<file path="src/rtl/scan_pkg.sv">
package scan_pkg;
  localparam int ROW_W = 15;
  localparam int COL_W = 7;
  localparam int LEN_W = 6;
  localparam int XW    = 13;
  localparam int YW    = 16;
  localparam int BA_W  = ROW_W + COL_W;
  localparam int ALN_W = 3;

  localparam logic [3:0] OFF_MODE  = 4'd0;
  localparam logic [3:0] OFF_START = 4'd2;
  localparam logic [3:0] OFF_PITCH = 4'd3;
  localparam logic [3:0] OFF_SIZE  = 4'd4;
  localparam logic [3:0] OFF_ORG   = 4'd5;
  localparam logic [3:0] OFF_SXY   = 4'd6;

  typedef struct packed {
    logic [BA_W-1:0] base;
    logic [XW-1:0]   pitch;
    logic [XW-1:0]   width;
    logic [YW-1:0]   height;
    logic [XW-1:0]   x0;
    logic [YW-1:0]   y0;
    logic [XW-1:0]   sx;
    logic [YW-1:0]   sy;
  } scan_cfg_t;

  typedef enum logic {S_IDLE, S_REQ} walk_st_e;
endpackage

</file>
<file path="src/rtl/scan_regs.sv">
module scan_regs
  import scan_pkg::*;
#(
  parameter int              ADDR_W = 10,
  parameter logic [ADDR_W-1:0] BASE = 10'h120,
  parameter logic [ADDR_W-1:0] MASK = 10'h3f0
) (
  input  logic              clk_i,
  input  logic              rst_ni,
  input  logic              wr_en_i,
  input  logic [ADDR_W-1:0] wr_addr_i,
  input  logic [31:0]       wr_data_i,
  output logic              run_o,
  output logic              en_o,
  output logic              dir_o,
  output logic              abort_o,
  output scan_cfg_t         cfg_o
);
  logic       hit;
  logic [3:0] off;
  logic [2:0] mode_q;
  scan_cfg_t  cfg_q;

  assign hit = wr_en_i && ((wr_addr_i & MASK) == (BASE & MASK));
  assign off = wr_addr_i[3:0];
  assign abort_o = hit && (off == OFF_MODE) && !wr_data_i[0];

  always_ff @(posedge clk_i or negedge rst_ni) begin
    if (!rst_ni) begin
      mode_q <= '0;
      cfg_q  <= '0;
    end else if (hit) begin
      case (off)
        OFF_MODE:  mode_q <= wr_data_i[2:0];
        OFF_START: cfg_q.base  <= {wr_data_i[BA_W-1:ALN_W], {ALN_W{1'b0}}};
        OFF_PITCH: cfg_q.pitch <= {wr_data_i[XW-1:ALN_W], {ALN_W{1'b0}}};
        OFF_SIZE: begin
          cfg_q.width  <= wr_data_i[XW-1:0];
          cfg_q.height <= wr_data_i[16+YW-1:16];
        end
        OFF_ORG: begin
          cfg_q.x0 <= wr_data_i[XW-1:0];
          cfg_q.y0 <= wr_data_i[16+YW-1:16];
        end
        OFF_SXY: begin
          cfg_q.sx <= wr_data_i[XW-1:0];
          cfg_q.sy <= wr_data_i[16+YW-1:16];
        end
        default: ;
      endcase
    end
  end

  assign run_o = mode_q[0];
  assign en_o  = mode_q[1];
  assign dir_o = mode_q[2];
  assign cfg_o = cfg_q;

  p_abort_clears_run_r11: assert property (@(posedge clk_i) disable iff (!rst_ni)
    abort_o |=> !run_o);
endmodule

</file>
<file path="src/rtl/scan_walk.sv">
module scan_walk
  import scan_pkg::*;
(
  input  logic             clk_i,
  input  logic             rst_ni,
  input  logic             abort_i,
  input  logic             start_i,
  input  logic             dir_i,
  input  scan_cfg_t        cfg_i,
  input  logic             req_ready_i,
  output logic             req_valid_o,
  output logic [BA_W-1:0]  req_addr_o,
  output logic [LEN_W-1:0] req_len_o,
  output logic             req_write_o,
  output logic             busy_o,
  output logic             done_o
);
  localparam int XC = XW + 1;
  localparam int YC = YW + 1;
  localparam int PW = YC + XW;
  localparam logic [XC-1:0] SEG   = XC'(1 << LEN_W);
  localparam logic [XC-1:0] W_MAX = XC'(1 << XW);
  localparam logic [YC-1:0] H_MAX = YC'(1 << YW);

  walk_st_e        st_q;
  logic [XC-1:0]   x_q, w_q;
  logic [YC-1:0]   y_q, h_q;
  logic [BA_W-1:0] base_q;
  logic [XW-1:0]   x0_q, pitch_q;
  logic            dir_q, done_q;

  logic [XC-1:0]   w_new, rem;
  logic [YC-1:0]   h_new, ys;
  logic [PW-1:0]   prod;
  logic [BA_W-1:0] first_base;
  logic            empty, last_seg, last_line;

  // zero size fields select the largest window
  assign w_new = (cfg_i.width == '0) ? W_MAX : {1'b0, cfg_i.width};
  assign h_new = (cfg_i.height == '0) ? H_MAX : {1'b0, cfg_i.height};
  assign ys    = {1'b0, cfg_i.y0} + {1'b0, cfg_i.sy};
  assign prod  = {{XW{1'b0}}, ys} * {{YC{1'b0}}, cfg_i.pitch};
  assign first_base = cfg_i.base + prod[BA_W-1:0];
  assign empty = ({1'b0, cfg_i.sy} >= h_new) || ({1'b0, cfg_i.sx} >= w_new);

  assign rem       = w_q - x_q;
  assign last_seg  = rem <= SEG;
  assign last_line = y_q == (h_q - YC'(1));

  always_ff @(posedge clk_i or negedge rst_ni) begin
    if (!rst_ni) begin
      st_q <= S_IDLE; x_q <= '0; y_q <= '0; base_q <= '0;
      w_q <= '0; h_q <= '0; x0_q <= '0; pitch_q <= '0;
      dir_q <= 1'b0; done_q <= 1'b0;
    end else if (abort_i) begin
      st_q <= S_IDLE; x_q <= '0; y_q <= '0; base_q <= '0;
      done_q <= 1'b0;
    end else begin
      done_q <= 1'b0;
      case (st_q)
        S_IDLE: if (start_i) begin
          if (empty) begin
            done_q <= 1'b1;
          end else begin
            st_q    <= S_REQ;
            x_q     <= {1'b0, cfg_i.sx};
            y_q     <= {1'b0, cfg_i.sy};
            base_q  <= first_base;
            w_q     <= w_new;
            h_q     <= h_new;
            x0_q    <= cfg_i.x0;
            pitch_q <= cfg_i.pitch;
            dir_q   <= dir_i;
          end
        end
        S_REQ: if (req_ready_i) begin
          if (!last_seg) begin
            x_q <= x_q + SEG;
          end else if (last_line) begin
            st_q   <= S_IDLE;
            done_q <= 1'b1;
          end else begin
            x_q    <= '0;
            y_q    <= y_q + YC'(1);
            base_q <= base_q + BA_W'(pitch_q);
          end
        end
        default: st_q <= S_IDLE;
      endcase
    end
  end

  assign req_valid_o = (st_q == S_REQ);
  assign req_addr_o  = base_q + BA_W'(x0_q) + BA_W'(x_q);
  assign req_len_o   = last_seg ? rem[LEN_W-1:0] : '0;
  assign req_write_o = dir_q;
  assign busy_o      = (st_q != S_IDLE);
  assign done_o      = done_q;

  p_hold_r8: assert property (@(posedge clk_i) disable iff (!rst_ni)
    (req_valid_o && !req_ready_i && !abort_i) |=>
      (req_valid_o && $stable(req_addr_o) && $stable(req_len_o) && $stable(req_write_o)));
  p_abort_idle_r11: assert property (@(posedge clk_i) disable iff (!rst_ni)
    abort_i |=> (!busy_o && !done_o));
  p_done_idle_r9: assert property (@(posedge clk_i) disable iff (!rst_ni)
    done_o |-> !req_valid_o);
endmodule

</file>
<file path="src/rtl/scanline_seq.sv">
module scanline_seq
  import scan_pkg::*;
#(
  parameter int                ADDR_W = 10,
  parameter logic [ADDR_W-1:0] BASE   = 10'h120,
  parameter logic [ADDR_W-1:0] MASK   = 10'h3f0
) (
  input  logic              clk_i,
  input  logic              rst_ni,
  input  logic              wr_en_i,
  input  logic [ADDR_W-1:0] wr_addr_i,
  input  logic [31:0]       wr_data_i,
  input  logic              frame_start_i,
  input  logic              req_ready_i,
  output logic              req_valid_o,
  output logic [2:0]        req_bank_o,
  output logic [ROW_W-1:0]  req_row_o,
  output logic [COL_W-1:0]  req_col_o,
  output logic [LEN_W-1:0]  req_len_o,
  output logic              req_write_o,
  output logic              busy_o,
  output logic              done_o
);
  logic            run, en, dir, abort, go;
  scan_cfg_t       cfg;
  logic [BA_W-1:0] addr;

  scan_regs #(.ADDR_W(ADDR_W), .BASE(BASE), .MASK(MASK)) u_regs (
    .clk_i, .rst_ni, .wr_en_i, .wr_addr_i, .wr_data_i,
    .run_o(run), .en_o(en), .dir_o(dir), .abort_o(abort), .cfg_o(cfg)
  );

  assign go = frame_start_i && run && en;

  scan_walk u_walk (
    .clk_i, .rst_ni, .abort_i(abort), .start_i(go), .dir_i(dir), .cfg_i(cfg),
    .req_ready_i, .req_valid_o, .req_addr_o(addr), .req_len_o,
    .req_write_o, .busy_o, .done_o
  );

  assign req_row_o  = addr[BA_W-1:COL_W];
  assign req_col_o  = addr[COL_W-1:0];
  assign req_bank_o = '0;

  p_reset_blocks_r2: assert property (@(posedge clk_i) disable iff (!rst_ni)
    !run |-> !busy_o);
  p_start_gate_r2: assert property (@(posedge clk_i) disable iff (!rst_ni)
    $rose(busy_o) |-> $past(run && en && frame_start_i));
endmodule

</file>
<file path="config.mk">
export PLATFORM = sky130hd
export DESIGN_NAME = scanline_seq
export DESIGN_NICKNAME = d
export VERILOG_FILES = /design/src/rtl/scan_pkg.sv /design/src/rtl/scan_regs.sv /design/src/rtl/scan_walk.sv /design/src/rtl/scanline_seq.sv
export SDC_FILE = /design/constraint.sdc
export NUM_CORES = 1
export LEC_CHECK = 0
export ABC_AREA = 1
export CAP_MARGIN = 25
export CORE_MARGIN = 3
export CORE_UTILIZATION = 39
export CTS_BUF_LIST = sky130_fd_sc_hd__clkbuf_4 sky130_fd_sc_hd__clkbuf_8 sky130_fd_sc_hd__clkbuf_16
export DETAILED_ROUTE_END_ITERATION = 8
export DONT_BUFFER_PORTS = 1
export HOLD_SLACK_MARGIN = 0.08
export SYNTH_ARGS = -nofsm -noshare
export SYNTH_HDL_FRONTEND = slang
export SYNTH_HIERARCHICAL = 1
export SYNTH_SLANG_ARGS = --single-unit
</file>
<file path="constraint.sdc">
create_clock -name clk_i -period 10.4 [get_ports clk_i]
set_input_delay 0.52 -clock clk_i [delete_from_list [all_inputs] [get_ports clk_i]]
set_output_delay 0.52 -clock clk_i [all_outputs]
set_load 0.005 [all_outputs]
</file>
==> run metrics, run 1 <==
Detail Route Antenna Nets=0; WS Path Type=reg -> reg; # DRC=0; FF+latch count, synth=approximately 230; drt pass-1 iters=5; DP Area=21900 µm²; number of fill cells=between 5000 and 6000; synthesized cell area=21400 µm²; Max stage delay cell, worst path=fa_1; GR Util All Layers=0.223; total of max-cap violations=0; CTS Buf Count=29; post-route clock period utilization=0.704; Worst Setup Start Kind=register; status=complete, no violations; clock share of power=0.417; Sequential Power Share=0.381; final setup margin=3.08 ns; drt total wl=between 60 and 70 mm; initial antenna violation count=4; final hold vios=0; Worst Max-Slew Pin Slew=1.16 ns; first-pass GRT wire length=101 mm; Setup crit end kind=register; vias per cell=5.19; Die W=between 200 and 250 µm; net load switching power=0.000845 W; Setup WS pre-CTS=3.06 ns; post-synthesis cell count=2785; Fmax=~140 MHz; pwr dens=between 100 and 150 nW/µm²; Longest Clk Path Bufs=3; GRT Residual Overflow=0; Slew Viols, Final=0; CP most frequent cell=inv_1; H-tree depth=1; power consumption=0.00268 W; CTS tree=yes; Post-DP HPWL=48.6 mm; CTS Sinks=approximately 230; pin count of the biggest net entering global routing=233; vias in the first global route=between 15000 and 20000; register area share after synthesis=0.272; Final Cell Area=23300 µm²; IO Count=82; CP required=approximately 11 ns; asr flop ratio synth=1.00; Core ar.=54000 µm²; initial core utilization=0.395; die area=57600 µm²; hold crit path type=in -> reg; Fin Setup TNS=0 ns; Antenna diodes=0; fin crit period=7.32 ns; drt initial violations=about 1500; Layout Skew=roughly 0.025 ns; Post-layout nets=3140; setup bufs post-CTS=0; Die H=roughly 240 µm; layout cells sized above 1=0.0461; Max IR drop VDD=0.0766 mV; switch share=0.316; Worst slew margin=0.225; crit path DAT=around 7.8 ns; crit path max fanout=4; area grow syn2layout=9.22%; Synth cell types=57; P_leak=roughly 12 nW; clk slew on worst S/H paths=0.06 ns; gp weighted congestion=between 0.9 and 1; Internal=0.00183 W; Final Util=0.432; Clock Latency Late Sink=0.59 ns; Primary FF master, synth=dfrtp_1; logic gate share of total power=0.202; largest stage delay on the critical path=0.57 ns; root buf cell=clkbuf_16; final setup fails=0; Post-synth EDFFs=0; synthesized area per cell=7.67 µm²; Avg WL per Cell=18.2 µm; Vias=18100; synth warn=6; num rows=85; IO Port Bufs=0; RSZ-0062 raised after global routing=no
[registers in the layout (all words and copies together) (netlist names)]
signal and count:
u_walk/w_q 14, u_walk/req_write_o 1, u_walk/y_q 17, u_regs/cfg_o 116, u_walk/x0_q 13, u_walk/base_q 22, u_walk/x_q 14, u_walk/pitch_q 13
u_regs/mode_q 3, u_walk/busy_o 1, u_walk/done_o 1, u_walk/h_q 17
[Yosys cell counts, types with 3 or more instances]
| master | instances | share of area |
|---|---|---|
| nand3_1 | 207 | 0.049 |
| a32o_1 | 4 | 0.0019 |
| a211oi_1 | 3 | 0.0011 |
| nor4_1 | 6 | 0.0018 |
| o21ai_0 | 118 | 0.028 |
| inv_1 | 466 | 0.082 |
| o21bai_1 | 9 | 0.0032 |
| a32oi_1 | 4 | 0.0016 |
| xnor2_1 | 28 | 0.011 |
| nor2_4 | 3 | 0.0016 |
| nand2_2 | 4 | 0.0012 |
| o21ai_1 | 39 | 0.0091 |
| a21oi_2 | 13 | 0.0053 |
| fa_1 | 173 | 0.16 |
| xor2_1 | 57 | 0.023 |
| a21boi_0 | 5 | 0.0018 |
| ha_1 | 144 | 0.084 |
| o31ai_1 | 4 | 0.0014 |
| buf_1 | 3 | 0.00053 |
| nand3b_1 | 9 | 0.0032 |
| a21oi_1 | 96 | 0.023 |
| nor3_1 | 21 | 0.0049 |
| nor2_1 | 205 | 0.036 |
| mux2_2 | 13 | 0.0069 |
| o22ai_1 | 4 | 0.0012 |
| inv_2 | 3 | 0.00053 |
| nor2_2 | 3 | 0.00088 |
| a21o_1 | 7 | 0.0025 |
| and2_1 | 3 | 0.00088 |
| buf_4 | 28 | 0.0098 |
| clkbuf_1 | 40 | 0.0070 |
| nand2_1 | 731 | 0.13 |
| or2_2 | 6 | 0.0018 |
| nand4_1 | 40 | 0.012 |
| buf_6 | 8 | 0.0042 |
| or2_1 | 3 | 0.00088 |
| buf_2 | 17 | 0.0040 |
| dfrtp_1 | 232 | 0.27 |
[power by group through the flow]
stage	clock, W	sequential (W)	combinational, W
floorplan	0	0.00101	0.000397
global placement	0	0.00104	0.000485
detailed placement	0	0.00104	0.000494
CTS	0.00114	0.00102	0.000537
global route	0.00118	0.00103	0.000619
finish	0.00112	0.00102	0.000539
[metrics by stage]
stage               hold slack, ns  cells
floorplan                    0.224   2792
global placement             0.237   3407
detailed placement           0.237   3410
CTS                         0.0807   3494
global route                0.0858   3495
finish                      0.0948   3495
[cells by family (layout without fill, tap and decap cells)]
| group | count (synthesis) | count (layout) | share of synthesized area |
|---|---|---|---|
| adders and majority gates | 317 | 317 | 0.247 |
| AOI/OAI and AO/OA | 323 | 323 | 0.0860 |
| other | 2 | 9 | 0.000352 |
| DFF | 232 | 232 | 0.272 |
| xor gates and xnor gates | 86 | 86 | 0.0359 |
| muxes | 13 | 13 | 0.00686 |
| buffers and inverters | 566 | 573 | 0.108 |
| and+or+nand+nor | 1246 | 1246 | 0.244 |
[layout make-up]
| cell class | instances | area (µm²) | area share |
|---|---|---|---|
| repair buffers | 49 | 523 | 0.0224 |
| clock inverters | 14 | 210 | 0.00901 |
| multi-input cells | 1994 | 13300 | 0.570 |
| well taps | 696 | 871 | 0.0373 |
| flip-flops and latches | 232 | 5810 | 0.249 |
| clock buffers | 40 | 858 | 0.0368 |
| inverters | 470 | 1760 | 0.0756 |
[placed cells by master, fill, tap and decap left out, types with 7 or more instances in the layout]
cell,synthesis,layout
nand4_1,40,40
conb_1,2,9
nand3_1,207,206
buf_4,28,15
xnor2_1,28,28
xor2_1,57,57
o21bai_1,9,9
o21ai_1,39,39
clkbuf_8,0,8
nand3b_1,9,9
nor2_1,205,202
inv_1,466,466
dfrtp_1,232,232
a21oi_1,96,96
nand2_1,731,731
a21oi_2,13,13
dlygate4sd3_1,0,30
clkbuf_16,0,29
mux2_2,13,13
nor3_1,21,21
ha_1,144,144
a21o_1,7,7
fa_1,173,173
o21ai_0,118,118
[worst paths after layout]
path / slack [ns] / cells past startpoint / endpoint / startpoint
max in group asynchronous: 9.47 / 1 / u_walk/base_q[9] / rst_ni
hold reg to reg: 0.47 / 2 / u_regs/cfg_o[80] / u_regs/cfg_o[80]
hold / removal: 0.09 / 2 / u_regs/cfg_o[64] / wr_data_i[22]
min in group asynchronous: 0.10 / 1 / u_walk/y_q[5] / rst_ni
setup / recovery: 3.08 / 30 / u_walk/base_q[21] / u_regs/cfg_o[0]
setup reg to reg: 3.08 / 30 / u_walk/base_q[21] / u_regs/cfg_o[0]
[worst max-delay path, delay by kind of cell, from the launching register on]
| family | cells | cell delay (ns) |
|---|---|---|
| AO/OA/AOI/OAI | 2 | 0.88 |
| adder cells (fa/ha/maj) | 9 | 3.81 |
| buffers and inverters | 8 | 0.83 |
| flip-flops | 1 | 0.38 |
| AND/OR/NAND/NOR | 11 | 1.32 |
[repair_timing]
item,CTS,global route
endpoints found under the hold margin,320,1
hold buffers,30,1
gates resized for setup,0,0
[metal layers]
| layer | share of wire | GRT usage | wire length (µm) | up-vias |
|---|---|---|---|---|
| li1 | - | - | - | 8731 |
| met4 | 0.026 | 0.0577 | 1650 | 2 |
| met1 | 0.44 | 0.301 | 28100 | 8727 |
| met3 | 0.065 | 0.0379 | 4100 | 104 |
| met5 | 0.00020 | 0 | 13 | - |
| met2 | 0.47 | 0.374 | 29700 | 567 |
Note: power is estimated with default switching activity, not from simulation.
==> run 2, diff against run 1 <==
clock period = 7.1 ns   (was 10.4 ns; I/O delays follow)
==> run metrics, run 2 (synthesis gave the netlist of run 1 again) <==
status=complete, no violations; post-route clock period utilization=0.951; P_leak=12.4 nW; Post-Layout Cell Count=3527; IO Port Bufs=0; crit path DAT=7.21 ns; total of max-cap violations=0; initial antenna violation count=5; initial core utilization=0.395; clk slew on worst S/H paths=0.06 ns; switch share=0.322; number of fill cells=5482; RSZ-0062 raised after global routing=no; CTS Buf Count=28; Core ar.=54000 µm²; area grow syn2layout=9.93%; Die H=240 µm; crit path max fanout=8; CP bufs+invs=4; GR Util All Layers=0.224; final setup fails=0; gp weighted congestion=0.901; pwr dens=157 nW/µm²; Fmax=148 MHz; vias per cell=5.19; Max stage delay cell, worst path=fa_1; CP delay by family, top=adder cells; final hold vios=0; total placed cells including tap cells=3431; drt initial violations=1592; # DRC=0; drt pass-1 iters=6; hold crit path type=in -> reg; commonest non-fill, non-tap cell in the layout=nand2_1; Detail Route Antenna Nets=0; reg2reg path depth=25; Post-layout nets=3173; WS Path Type=reg -> reg; Vias=18300; IO Count=slightly above 80; layout cells sized above 1=0.0604; CP required=between 7 and 8 ns; Levels on crit path=25; GRT met1 Usage=0.306; die area=around 58000 µm²; drt total wl=~63 mm; CTS Sinks=232; commonest non-fill, non-tap cells in the layout=nand2_1 (730), inv_1 (463), dfrtp_1 (232), nand3_1 (205), nor2_1 (201); Max IR drop VDD=0.176 mV; net load switching power=0.00119 W; first-pass GRT wire length=102 mm; Clock Latency Late Sink=0.58 ns; logic gate share of total power=0.217; pin count of the biggest net entering global routing=233; WHS Path Cells=4; root buf cell=clkbuf_16; Internal=0.00251 W; Register Area=5810 µm²; CP most frequent cell=fa_1; clock share of power=0.378; vias in the first global route=around 19000; Layout Skew=0.0329 ns; routing usage on met2=0.378; Avg WL per Cell=17.9 µm; Worst Max-Slew Pin Slew=1.20 ns; H-tree depth=1; Sequential Power Share=0.405; most used routing layer=met2; CTS tree=yes; final setup margin=0.350 ns; GRT Residual Overflow=0; Die W=240 µm; number of flip-flops in the largest register=approximately 120; Worst slew margin=0.198; fin crit period=6.75 ns; met3 GRT Util=0.0295; Worst Setup Start Kind=register; Slew Viols, Final=0; Post-DP HPWL=49.2 mm; Longest Clk Path Bufs=3; Fin Setup TNS=0 ns; Setup crit end kind=register; Setup WS pre-CTS=0.0300 ns; Final Util=0.434; Multi-input gate area=13400 µm²; num rows=85; largest stage delay on the critical path=between 0.5 and 0.6 ns
[run 2: worst paths after layout]
| kind | end | from | slack, ns |
|---|---|---|---|
| worst max-delay path | u_walk/base_q[18] | u_regs/cfg_o[2] | 0.35 |
| worst min-delay path | u_regs/cfg_o[91] | wr_addr_i[0] | 0.18 |
| worst max register to register | u_walk/base_q[18] | u_regs/cfg_o[2] | 0.35 |
| worst min register to register | u_regs/cfg_o[55] | u_regs/cfg_o[55] | 0.47 |
| max in group asynchronous | u_walk/h_q[2] | rst_ni | 5.57 |
| min in group asynchronous | u_regs/cfg_o[61] | rst_ni | 0.63 |
[run 2: power by group through the flow]
stage               sequential, W  combinational, W  clock, W
floorplan                 0.00148          0.000581         0
global placement          0.00152          0.000716         0
detailed placement        0.00152          0.000729         0
CTS                       0.00150          0.000797   0.00143
global route              0.00151          0.000920   0.00149
finish                    0.00149          0.000801   0.00140
[run 2: timing repair]
| action | in CTS | in global routing |
|---|---|---|
| setup buffers | 0 | 6 |
| hold buffers | 38 | 0 |
| hold endpoints to repair | 353 | 0 |
| gates resized for setup | 0 | 23 |
| setup endpoints to repair | 0 | 6 |
[run 2: routing by layer]
metal,up-vias,wire (µm),share of wire
met1,8830,28000,0.44
met2,584,29600,0.47
met3,106,3790,0.060
met5,-,23,0.00036
met4,4,1870,0.030
li1,8792,-,-
[run 2: final cells by class]
cell class,instances,share of cell area
clock buffers,40,0.0337
well taps,696,0.0371
flip-flops and latches,232,0.247
multi-input cells,1994,0.569
inverters,470,0.0753
clock inverters,10,0.00442
repair buffers,83,0.0330
diodes,2,0.000213
[run 2: worst min-delay path: cells and delay by family]
kind / cells / cell delay [ns]
and+or+nand+nor: 4 / 0.36
[run 2: metrics by stage]
step	power (W)	hold WS [ns]	instance area, µm²
floorplan	0.00206	0.0594	21400
global placement	0.00223	0.0724	22000
detailed placement	0.00225	0.0703	22000
CTS	0.00373	0.157	23300
global route	0.00391	0.192	23500
finish	0.00369	0.180	23500
==> run 3, diff against run 2 <==
ABC_AREA = 0   (was 1)
GPL_ROUTABILITY_DRIVEN = 1   (was default)
==> run metrics, run 3 <==
RSZ-0062 raised after global routing=yes; Setup crit end kind=register; Vias=16200; Sequential Power Share=0.438; CTS Sinks=roughly 230; crit path max fanout=3; power consumption=0.00309 W; vias in the first global route=approximately 17000; GR Util All Layers=0.210; drt total wl=59.0 mm; number of flip-flops in the largest register=116; P_leak=~12 nW; IO Count=82; WS Path Type=reg -> reg; Longest Clk Path Bufs=3; dominant cell type by area after synthesis=dfrtp_1; asr flop ratio synth=1.00; Avg WL per Cell=19.9 µm; Worst Max-Slew Pin Slew=1.21 ns; post-route clock period utilization=1.02; Primary FF master, synth=dfrtp_1; pin count of the biggest net entering global routing=between 200 and 250; Worst slew margin=0.194; total placed cells including tap cells=2870; vias per cell=about 5.5; Max IR drop VDD=0.175 mV; Yosys top cell area share=0.279; status=complete, but fails checks; Worst Setup Start Kind=register; final setup fails=2; GRT Residual Overflow=0; Commonest cells post-synth=inv_1 (315), dfrtp_1 (232), fa_1 (173), mux2_2 (165), nand2_1 (157); layout cells sized above 1=0.190; Post-synth EDFFs=0; post-synthesis cell count=2142; violated checks=setup timing; Post-DP HPWL=44.6 mm; Core ar.=52700 µm²; switch share=0.252; Die H=237 µm; FF+latch count, synth=232; clock share of power=0.476; Fmax=138 MHz; root buf cell=clkbuf_16; area grow syn2layout=15.1%; net load switching power=0.000778 W; Synth cell types=81; fin crit period=roughly 7.2 ns; clk slew on worst S/H paths=0.06 ns; top-count cell post-synth=inv_1; commonest non-fill, non-tap cell in the layout=inv_1; Post-layout nets=2620; Slew Viols, Final=0; num rows=84; pwr dens=129 nW/µm²; number of fill cells=4952; drt pass-1 iters=6; synth top area cells=dfrtp_1 (28%), fa_1 (17%), mux2_2 (8.9%), ha_1 (8.7%), inv_1 (5.7%); CTS Buf Count=28; logic gate share of total power=0.085; synthesized cell area=20800 µm²; Post-Layout Cell Count=roughly 3000; H-tree depth=1; initial antenna violation count=5; hold crit path type=in -> reg; total of max-cap violations=0; gp weighted congestion=approximately 0.89; synth warn=6; CP required=7.57 ns; Die W=~240 µm; final setup margin=-0.149 ns; die area=56100 µm²; Detail Route Antenna Nets=0; Layout Skew=around 0.037 ns; synthesized area per cell=around 9.7 µm²; drt initial violations=1145; # DRC=0; crit path DAT=7.72 ns; Internal=0.00231 W; commonest non-fill, non-tap cells in the layout=inv_1 (312), dfrtp_1 (232), fa_1 (170), mux2_2 (165), nand2_1 (153); final hold vios=0; IO Port Bufs=0; CTS tree=yes; Clock Latency Late Sink=0.58 ns; first-pass GRT wire length=~94 mm; register area share after synthesis=0.279; initial core utilization=0.395
run 3: what timing repair did:
action / 4_1_cts / 5_1_grt
pin swaps: 22 / 12
setup endpoints to repair: 7 / 10
hold buffers: 35 / 0
endpoints found under the hold margin: 352 / 0
gates resized for setup: 19 / 23
buffers inserted: 8 / 1
run 3: final timing paths:
kind,endpoint,depth (start not counted),startpoint,slack (ns)
hold reg to reg,u_walk/x0_q[0],2,u_regs/cfg_o[45],0.50
max in group asynchronous,u_regs/cfg_o[114],2,rst_ni,5.60
setup / recovery,u_walk/base_q[21],26,u_regs/cfg_o[1],-0.15
hold / removal,u_regs/cfg_o[98],2,wr_addr_i[2],0.12
min in group asynchronous,u_walk/h_q[14],2,rst_ni,0.57
setup reg to reg,u_walk/base_q[21],26,u_regs/cfg_o[1],-0.15
run 3: kinds of logic after synthesis:
family,synth area share
AOI/OAI and AO/OA,0.112
adders and majority gates,0.253
xor gates and xnor gates,0.0378
DFF,0.279
other,0.000361
buffers and inverters,0.0780
and+or+nand+nor,0.140
muxes,0.0995
run 3: power by group through the flow:
stage	combinational [W]	clock, W	sequential [W]
6_report	0.000264	0.00147	0.00135
5_1_grt	0.000292	0.00155	0.00135
4_1_cts	0.000258	0.00150	0.00135
3_5_place_dp	0.000193	0	0.00138
3_3_place_gp	0.000190	0	0.00138
2_1_floorplan	0.000137	0	0.00137
run 3: cell type report:
class | count | area, µm² | share of cell area
multi-input cells | 1508 | 13700 | 0.574
clock inverters | 8 | 87.6 | 0.00366
well taps | 688 | 861 | 0.0360
flip-flops and latches | 232 | 5810 | 0.243
repair buffers | 170 | 1400 | 0.0585
inverters | 316 | 1190 | 0.0496
diodes | 1 | 2.50 | 0.000105
clock buffers | 43 | 857 | 0.0358
run 3: critical path, cell delays in order (launching register included):
cell and delay [ns]:
dfrtp_1 0.39, ha_1 0.33, a211oi_2 0.24, buf_4 0.15, o21a_1 0.17, nor3_1 0.08, a211o_1 0.32, a31oi_4 0.20
nand2b_1 0.08, a21oi_2 0.18, xnor2_2 0.10, and2_1 0.19, fa_1 0.52, inv_1 0.06, fa_1 0.48, fa_1 0.56
fa_1 0.44, fa_1 0.46, fa_1 0.39, xor2_1 0.19, xnor2_1 0.16, xnor2_1 0.16, xnor3_1 0.25, xnor3_1 0.28
xor2_2 0.21, xnor3_1 0.34, a22o_1 0.21
run 3: per-stage QoR:
step / utilization / hold slack, ns / setup TNS (ns) / worst slack, ns / instance area, µm²
finish: 0.455 / 0.124 / -0.194 / -0.149 / 23900
global placement: 0.425 / 0.0770 / -0.657 / -0.332 / 22400
floorplan: - / 0.0594 / 0 / 0.000732 / 20900
detailed placement: 0.425 / 0.0760 / -1.19 / -0.401 / 22400
global route: 0.455 / 0.115 / -2.14 / -0.487 / 23900
CTS: 0.452 / 0.101 / -0.286 / -0.192 / 23800
run 3: layer usage:
| metal | vias to the layer above | part of all wire | track usage | routed length (µm) |
|---|---|---|---|---|
| li1 | 7446 | - | - | - |
| met1 | 8171 | 0.45 | 0.295 | 26400 |
| met2 | 475 | 0.47 | 0.346 | 28000 |
| met3 | 94 | 0.052 | 0.0254 | 3090 |
| met4 | 6 | 0.026 | 0.0484 | 1520 |
| met5 | - | 0.00070 | 0 | 41 |
